`config.mk`:
```
export PLATFORM = sky130hd
export DESIGN_NAME = act_pair_enc
export DESIGN_NICKNAME = d
export VERILOG_FILES = /design/src/rtl/act_pair_enc.sv
export SDC_FILE = /design/constraint.sdc
export NUM_CORES = 1
export LEC_CHECK = 0
export BUFFER_PORTS_ARGS = -buffer_cell sky130_fd_sc_hd__buf_2
export CAP_MARGIN = 20
export CORE_MARGIN = 3
export CORE_UTILIZATION = 30
export DETAILED_ROUTE_END_ITERATION = 10
export PLACE_DENSITY_LB_ADDON = 0.3
export SLEW_MARGIN = 20
export SYNTH_ARGS = -nofsm -noshare
export SYNTH_HDL_FRONTEND = slang
export SYNTH_SLANG_ARGS = --single-unit
```
`constraint.sdc`:
```
create_clock -name clk -period 10.14 [get_ports clk]
set_input_delay 2.535 -clock clk [delete_from_list [all_inputs] [get_ports clk]]
set_output_delay 2.535 -clock clk [all_outputs]
set_load 0.03 [all_outputs]
```
`src/rtl/act_pair_enc.sv`:
```
module act_pair_enc #(
  parameter int NUM_OPT  = 5,
  parameter int ROUND_EN = 1
) (
  input  logic       clk,
  input  logic       rst_n,
  input  logic       in_valid,
  input  logic [7:0] act_a,
  input  logic [7:0] act_b,
  output logic       out_valid,
  output logic [1:0] sel,
  output logic [3:0] nib_a,
  output logic [2:0] sh_a,
  output logic [3:0] nib_b,
  output logic [2:0] sh_b
);

  function automatic logic [6:0] trim(input logic [7:0] x);
    logic [2:0] p, s;
    logic [3:0] t;
    logic       g;
    logic [4:0] r;
    p = 3'd0;
    for (int i = 0; i < 8; i++)
      if (x[i]) p = i[2:0];
    if (NUM_OPT == 5)      s = (p > 3'd3) ? p - 3'd3 : 3'd0;
    else if (NUM_OPT == 3) s = (p > 3'd5) ? 3'd4 : (p > 3'd3) ? 3'd2 : 3'd0;
    else                   s = (p > 3'd3) ? 3'd4 : 3'd0;
    t = 4'(x >> s);
    g = (ROUND_EN != 0 && s != 3'd0) ? x[s - 3'd1] : 1'b0;
    r = {1'b0, t} + {4'd0, g};
    return {(r[4] ? 4'hF : r[3:0]), s};
  endfunction

  logic       za, zb;
  logic [6:0] ta, tb;
  logic [7:0] full;
  logic [1:0] sel_d;
  logic [3:0] na_d, nb_d;
  logic [2:0] sa_d, sb_d;

  assign za   = (act_a == 8'd0);
  assign zb   = (act_b == 8'd0);
  assign ta   = trim(act_a);
  assign tb   = trim(act_b);
  assign full = zb ? act_a : act_b;

  always_comb begin
    if (za || zb) begin
      sel_d = zb ? 2'b01 : 2'b10;
      na_d  = full[7:4];
      sa_d  = 3'd4;
      nb_d  = full[3:0];
      sb_d  = 3'd0;
    end else begin
      sel_d = 2'b00;
      na_d  = ta[6:3];
      sa_d  = ta[2:0];
      nb_d  = tb[6:3];
      sb_d  = tb[2:0];
    end
  end

  always_ff @(posedge clk) begin
    if (!rst_n) begin
      out_valid <= 1'b0;
      sel       <= 2'b00;
      nib_a     <= 4'd0;
      sh_a      <= 3'd0;
      nib_b     <= 4'd0;
      sh_b      <= 3'd0;
    end else begin
      out_valid <= in_valid;
      if (in_valid) begin
        sel   <= sel_d;
        nib_a <= na_d;
        sh_a  <= sa_d;
        nib_b <= nb_d;
        sh_b  <= sb_d;
      end
    end
  end

endmodule

```
Word-level counts from Yosys, hierarchy flattened --
Cells that the tools add are included.
Storage, ports and cells: register bits 17, bits of input ports 19, output and inout bits 17
Operators by class: add/subtract/negate cells 6, order comparisons 4, shifts and indexed selects 2, mux-type cells 31, reduce and logical (&&, ||, !) cells 5
Operators with widths (count):
- 3-bit two-way mux | 14
- 8-bit logical NOT | 2
- 4-bit two-way mux | 4
- 8-bit by 3-bit right shift with 4-bit output | 2
- 4-bit by 1-bit adder with 5-bit output | 2
- 3-bit by 4-bit < comparator with 1-bit output, second input constant | 2
- 2-bit two-way mux | 4
- 8-bit two-way mux | 1
- 1-bit binary-select mux with 3-bit select | 2
- 3-bit by 2-bit greater-than comparator with 1-bit output, second input constant | 2
- 1-bit two-way mux | 6
- 3-bit nonzero test | 2
- 3-bit by 1-bit subtractor with 3-bit output, second input constant | 2
- 3-bit by 2-bit subtractor with 3-bit output, second input constant | 2
- 1-bit logical OR | 1

Depth between registers and ports, before layout --
Gate-level depths: netlist (run 1).
depth after elaboration 16, depth in mapped cells 18

Worst setup path after synthesis (run 1) --
Ideal clock, no wire load.
path type input to register, from input port act_a[3], to register nib_a[2], setup time 123 ps, arrival time 5253 ps, setup slack 4764 ps, stages 17, cell sequence clkbuf_1 inv_1 a21oi_1 o21ai_0 nand2_1 ha_1 clkbuf_1 o21ai_0 a22oi_1 o21ai_0 a21oi_1 ha_1 ha_1 inv_1 or4_1 o211ai_1 a21boi_1
On the way: longest elaborated chain between the ends 14
RTL lines:
- start: declaration | line 8 | input logic [7:0] act_a,
- 2-bit two-way mux | line 25 | if (x[i]) p = i[2:0];
- 3-bit two-way mux (4 in series) | line 25
- 3-bit by 2-bit subtractor with 3-bit output / 3-bit by 2-bit greater-than comparator with 1-bit output (equally long branches)
- 3-bit two-way mux | line 26 | if (NUM_OPT == 5) s = (p > 3'd3) ? p - 3'd3 : 3'd0;
- 3-bit by 1-bit subtractor with 3-bit output | line 30 | g = (ROUND_EN != 0 && s != 3'd0) ? x[s - 3'd1] : 1'b0;
- 1-bit binary-select mux with 3-bit select | line 30
- 1-bit two-way mux (not written as such) | line 30
- 1-bit two-way mux | line 30
- 4-bit by 1-bit adder with 5-bit output | line 31 | r = {1'b0, t} + {4'd0, g};
- 4-bit two-way mux | line 32 | return {(r[4] ? 4'hF : r[3:0]), s};
- 4-bit two-way mux (*) | line 49 | if (za || zb) begin
- end signal: assignment | line 76 | nib_a <= na_d;
- end: declaration | line 12 | output logic [3:0] nib_a,
Every way passes the cells marked *; elsewhere a longest branch is shown, timed or not. The select of a mux whose other input is x is not followed. A chain may end at the register's enable or synchronous reset.

Worst setup path after layout (run 1) --
from input port act_b[3], to register nib_b[2]
On the way: longest elaborated chain between the ends 14
RTL lines:
- start: declaration | line 9 | input logic [7:0] act_b,
- 3-bit two-way mux (5 in series) | line 25
- 3-bit by 2-bit subtractor with 3-bit output / 3-bit by 2-bit greater-than comparator with 1-bit output (equally long branches)
- 3-bit two-way mux | line 26
- 3-bit by 1-bit subtractor with 3-bit output | line 30
- 1-bit binary-select mux with 3-bit select | line 30
- 1-bit two-way mux (not written as such) | line 30
- 1-bit two-way mux | line 30
- 4-bit by 1-bit adder with 5-bit output | line 31
- 4-bit two-way mux | line 32
- 4-bit two-way mux (*) | line 49
- end signal: assignment | line 78 | nib_b <= nb_d;
- end: declaration | line 14 | output logic [3:0] nib_b,
Marks and branches as above.

==> impl_metrics.yaml, run 1 <==
run_status:
  status: "completed"
grt:
  grt_pass1_vias: 1834
  overflow: 0
  grt_use_total: 0.147
  grt_pass1_wl_microns: 8800
  grt_max_degree: 29
  antenna_found_initial: 0
placement:
  portBuffers: 35
  place_area_sq_mm: 0.00197
  hpwl_microns: 3910
  gp_congestion: 0.889
route:
  drtIter0Drc: 78
  antenna_left: 0
  via_per_inst: 5.76
  vias: 1994
  dr.pass1.iters: 4
  wirelength_microns: 5230
  drcViolationCount: 0
  wire_per_inst_microns: 15.1
sta:
  fmax_mhz: 180
  worst_pin_slew_ns: 0.786
  slew_headroom: 0.476
  drv_slew: 0
  period_share: 0.549
  fin_worst_skew_ns: 0
  hold_violations: 0
  setup_tns_ns: 0
  holdWs_ns: 0.473
  fin_crit_ns: 5.56
  setup_viol: 0
  rsz0062_at_grt: "false"
critical_path:
  max_stage_delay_ns: 0.47
  cp.required_ns: 10.34
  crit_slowest_cell: "ha_1"
  start_kind: "primary input"
  cp.arrival_ns: 5.76
  crit_top_cell: "ha_1"
  cp-end-kind: "register"
  critical_path_buf_inv_count: 3
  path_class: "in2reg"
  cpLargestDelayFamily: "compound AO/OA/AOI/OAI gates"
  crit_fanout: 11
  path_cells: "buf_2, inv_1, a21oi_1, o21a_1, or2_2, ha_1, inv_1, and3_1, a21oi_1, o221ai_1, o21ai_0, o21ai_0, ha_1, ha_1, and3_1, a211oi_1, o221a_2"
cts:
  ctsHoldBuffers: 0
  clock_sinks: 17
  clkLatencyLatePin_ns: 0.25
  cts_resized: 0
  cts_setup_buffers: 0
  cts.htree.levels: 1
  ctsLongestPathBuffers: 2
  cts_made_buffers: 3
  cts_tree: "yes"
  clkTransAtPathRegs_ns: 0.07
  cts_root_buffer: "clkbuf_8"
yosys:
  ys_types: 52
  yosysWarnings: 0
  synth_ff_type: "dfxtp_1"
  yosysTopAreaCell: "dfxtp_1"
  postSynthCellCount: 255
  synth_top_cells_by_count: "29 x a21oi_1, 29 x o21ai_0, 17 x dfxtp_1, 17 x inv_1, 15 x clkbuf_1"
  async_reset_ff_frac: 0
  synth-seq-cells: 17
  syn_area_per_cell_sq_um: 7.02
  synth.area.top_cells: "dfxtp_1 19%, a21oi_1 8.1%, o21ai_0 8.1%"
  synth_area_sq_mm: 0.00179
  yosysSeqAreaShare: 0.190
  synth_nets: 280
  synth_edf_count: 0
  synth_top_area_share: 0.190
layout:
  areaGrowthSynthToFinish_pct: 12.9
  n_antenna_cell: 0
  drive_gt1_frac: 0.172
  utilization: 0.358
  design_area_sq_mm: 0.00202
  nNetsFinal: 300
floorplan:
  die_w_microns: 83.2
  die_area_sq_mm: 0.00693
  rows: 27
  ioPinCount: 36
  start_util: 0.317
  die_h_microns: 83.2
  core_sq_mm: 0.00564
power_and_ir_drop:
  power.density_mw_per_mm2: 112
  peakVddDrop_mv: 0.0648
  total_power_uw: 226
  p_leak_uw: 0.000828
worst_hold_path:
  min_path_type: "reg2reg"
run:
  cap_viol_max_count: 0
## worst register-to-register path, delay by kind of cell, from the launching register on
family	cells	cell delay [ns]
DFF	1	0.34
AOI/OAI and AO/OA	2	0.30
## registers in the layout, indices dropped and copies added (netlist names)
signal / count
sh_a: 3
nib_b: 4
nib_a: 4
out_valid: 1
sh_b: 3
sel: 2
## routing by layer
layer  part of all wire  vias up  track usage
met5                  0        -            0
met4              0.012        0       0.0297
met3              0.058        6       0.0248
met2               0.48       59        0.248
met1               0.45      925        0.198
li1                   -     1004            -
## area by class of cell
cell class	count	area [sq um]
flip-flops and latches	17	340
repair buffers	35	175
clock buffers	3	41.3
inverters	18	67.6
multi-input cells	200	1300
well taps	72	90.1
fillers	623	3620
clock inverters	1	5.00
## final timing paths
kind / startpoint / endpoint / slack [ns] / cells after the start
min reg2reg: nib_a[2] / nib_a[2] / 0.47 / 2
max reg2reg: nib_b[0] / nib_b[0] / 9.41 / 2
min: nib_a[2] / nib_a[2] / 0.47 / 2
max: act_b[3] / nib_b[2] / 4.58 / 17
## report_power, final
group	leakage (uW)	total, uW	internal, uW	switching, uW
Sequential	0.000140	75.0	72.3	2.67
Clock	0.0000255	50.0	27.2	22.8
Combinational	0.000662	101	37.5	63.0
## stage by stage
| stage | std cells | setup slack, ns |
|---|---|---|
| final | 346 | 4.58 |
| after global routing | 346 | 4.28 |
| after CTS | 346 | 4.63 |
| after detailed placement | 342 | 4.36 |
| after global placement | 342 | 4.45 |
| after floorplan | 255 | 4.76 |
## cell families (layout without fill, tap and decap cells)
| family | after synthesis | count (layout) | synth area share |
|---|---|---|---|
| flip-flops | 17 | 17 | 0.190 |
| AO/OA/AOI/OAI | 113 | 113 | 0.412 |
| buffers and inverters | 38 | 57 | 0.0832 |
| multiplexers | 5 | 5 | 0.0350 |
| AND/OR/NAND/NOR | 76 | 76 | 0.238 |
| adder cells (fa/ha/maj) | 6 | 6 | 0.0420 |
## cell usage in the layout, fill, tap and decap left out, types with 4 or more instances in the layout
master and count:
buf_2 35, a21oi_1 29, o21ai_0 29, inv_1 17, dfxtp_1 17, nor2_1 13
nand2b_1 10, nand2_1 10, nand3_1 7, nor2b_1 7, and2_1 6, ha_1 6
o221ai_1 5, a31oi_1 5, nor3_1 5, o211ai_1 5, a221oi_1 5, a21boi_0 5
mux2i_1 4, o21a_1 4, o22ai_1 4
(Power assumes the default switching activity.)
==> run 2, diff against run 1 <==
==> constraint.sdc (replaced) <==
create_clock -name clk -period 5.65 [get_ports clk]
set_input_delay 1.4125 -clock clk [delete_from_list [all_inputs] [get_ports clk]]
set_output_delay 1.4125 -clock clk [all_outputs]
set_load 0.03 [all_outputs]
==> run 2 against run 1 <==
Cell area is 0.12% higher; first-iteration DRC count grew 6.4%; setup slack worse by 3.4 ns; cell count unchanged; highest routed layer unchanged.
==> impl_metrics.yaml, run 2 (synthesis results as in run 1) <==
sta:
  setup_viol: 0
  drv_slew: 0
  period_share: 0.785
  worst_pin_slew_ns: 0.741
  fin_worst_skew_ns: 0
  setup_ws_ns: 1.21
  slew_headroom: 0.506
  fin_crit_ns: 4.44
  hold_violations: 0
  fmax_mhz: 225
  setup_tns_ns: 0
  rsz0062_at_grt: "false"
cts:
  clkLatencyLatePin_ns: 0.25
  cts.htree.levels: 1
  cts_made_buffers: 3
  ctsHoldBuffers: 0
  clock_sinks: 17
  cts_root_buffer: "clkbuf_8"
  cts_resized: 0
  clkTransAtPathRegs_ns: 0.07
  cts_tree: "yes"
  cts_setup_buffers: 0
  ctsLongestPathBuffers: 2
grt:
  overflow: 0
  grt_max_degree: 29
  grt_pass1_vias: 1830
  antenna_found_initial: 0
  grt_use_total: 0.150
  grt_pass1_wl_microns: 8800
layout:
  instances_no_fill: 346
  nNetsFinal: 300
  areaGrowthSynthToFinish_pct: 13.0
  layout_commonest_cell: "buf_2"
  n_antenna_cell: 0
  reg.largest.list: "nib_a: 4 flops, nib_b: 4 flops"
  n_fill_cell: 599
  final_cell_mix: "35 x buf_2, 29 x a21oi_1, 29 x o21ai_0, 17 x inv_1, 17 x dfxtp_1"
  utilization: 0.358
  drive_gt1_frac: 0.172
route:
  antenna_left: 0
  wirelength_microns: 5260
  drcViolationCount: 0
  drtIter0Drc: 83
  dr.pass1.iters: 4
  wire_per_inst_microns: 15.2
  vias: 2005
  via_per_inst: 5.79
critical_path:
  path_class: "in2reg"
  cp.arrival_ns: 4.63
  critical_path_buf_inv_count: 3
  path_cells: "buf_2, inv_1, a21oi_1, o21a_1, or2_2, ha_1, inv_1, and3_1, a21oi_1, o221ai_1, o21ai_0, o21ai_0, ha_1, ha_1, and3_1, a211oi_1, o221a_2"
  crit_top_cell: "ha_1"
  crit_fanout: 11
  cp.required_ns: 5.85
  start_kind: "primary input"
  cp-end-kind: "register"
  max_stage_delay_ns: 0.47
  crit_slowest_cell: "ha_1"
  cpLargestDelayFamily: "compound AO/OA/AOI/OAI gates"
floorplan:
  die_area_sq_mm: 0.00693
  die_w_microns: 83.2
  die_h_microns: 83.2
  ioPinCount: 36
  core_sq_mm: 0.00564
  start_util: 0.317
  rows: 27
power_and_ir_drop:
  p_leak_uw: 0.000824
  power.density_mw_per_mm2: 201
  peakVddDrop_mv: 0.0975
run_status:
  status: "completed"
placement:
  portBuffers: 35
  hpwl_microns: 3900
  dp_cells: 342
  dp_slack_ns: 0.993
  gp_congestion: 0.890
worst_hold_path:
  min_path_type: "reg2reg"
run:
  cap_viol_max_count: 0
run 2: metrics by stage:
step / power [uW] / hold WS (ns) / cell area (sq um)
global route: 440 / 0.518 / 2020
global placement: 316 / 0.465 / 1970
floorplan: 270 / 0.597 / 1790
detailed placement: 316 / 0.460 / 1970
finish: 407 / 0.472 / 2020
CTS: 411 / 0.473 / 2020
run 2: path summary, 6_finish.rpt:
kind	startpoint	to	slack (ns)	depth (start not counted)
hold / removal	nib_a[2]	nib_a[2]	0.47	2
setup / recovery	act_b[3]	nib_b[2]	1.21	17
setup reg to reg	nib_b[0]	nib_b[0]	4.92	2
hold reg to reg	nib_a[2]	nib_a[2]	0.47	2
run 2: per-layer routing:
metal  vias to the layer above  global-route usage  routed length [microns]
li1                       1000                   -                        -
met1                       934               0.195                     2340
met2                        65               0.253                     2570
met3                         6              0.0258                      273
met4                         0              0.0416                       78
met5                         -                   0                        0
run 2: layout make-up:
class / instances / area (sq um) / share of cell area
clock inverter: 1 / 7.51 / 0.00371
tap: 72 / 90.1 / 0.0446
inverter: 18 / 67.6 / 0.0334
sequential: 17 / 340 / 0.168
clock buffer: 3 / 41.3 / 0.0204
timing repair buffer: 35 / 175 / 0.0866
multi-input combinational: 200 / 1300 / 0.643
run 2: worst register-to-register path, cell delays in order, from the launching register on:
cell      delay, ns
dfxtp_1        0.34
o21ai_0        0.07
a221oi_1       0.23
run 2: where the power goes:
group	leakage [uW]	internal (uW)	switching [uW]	total, uW
sequential	0.000140	130	4.59	134
combinational	0.000662	67.3	114	181
clock	0.0000217	49.6	41.8	91.4
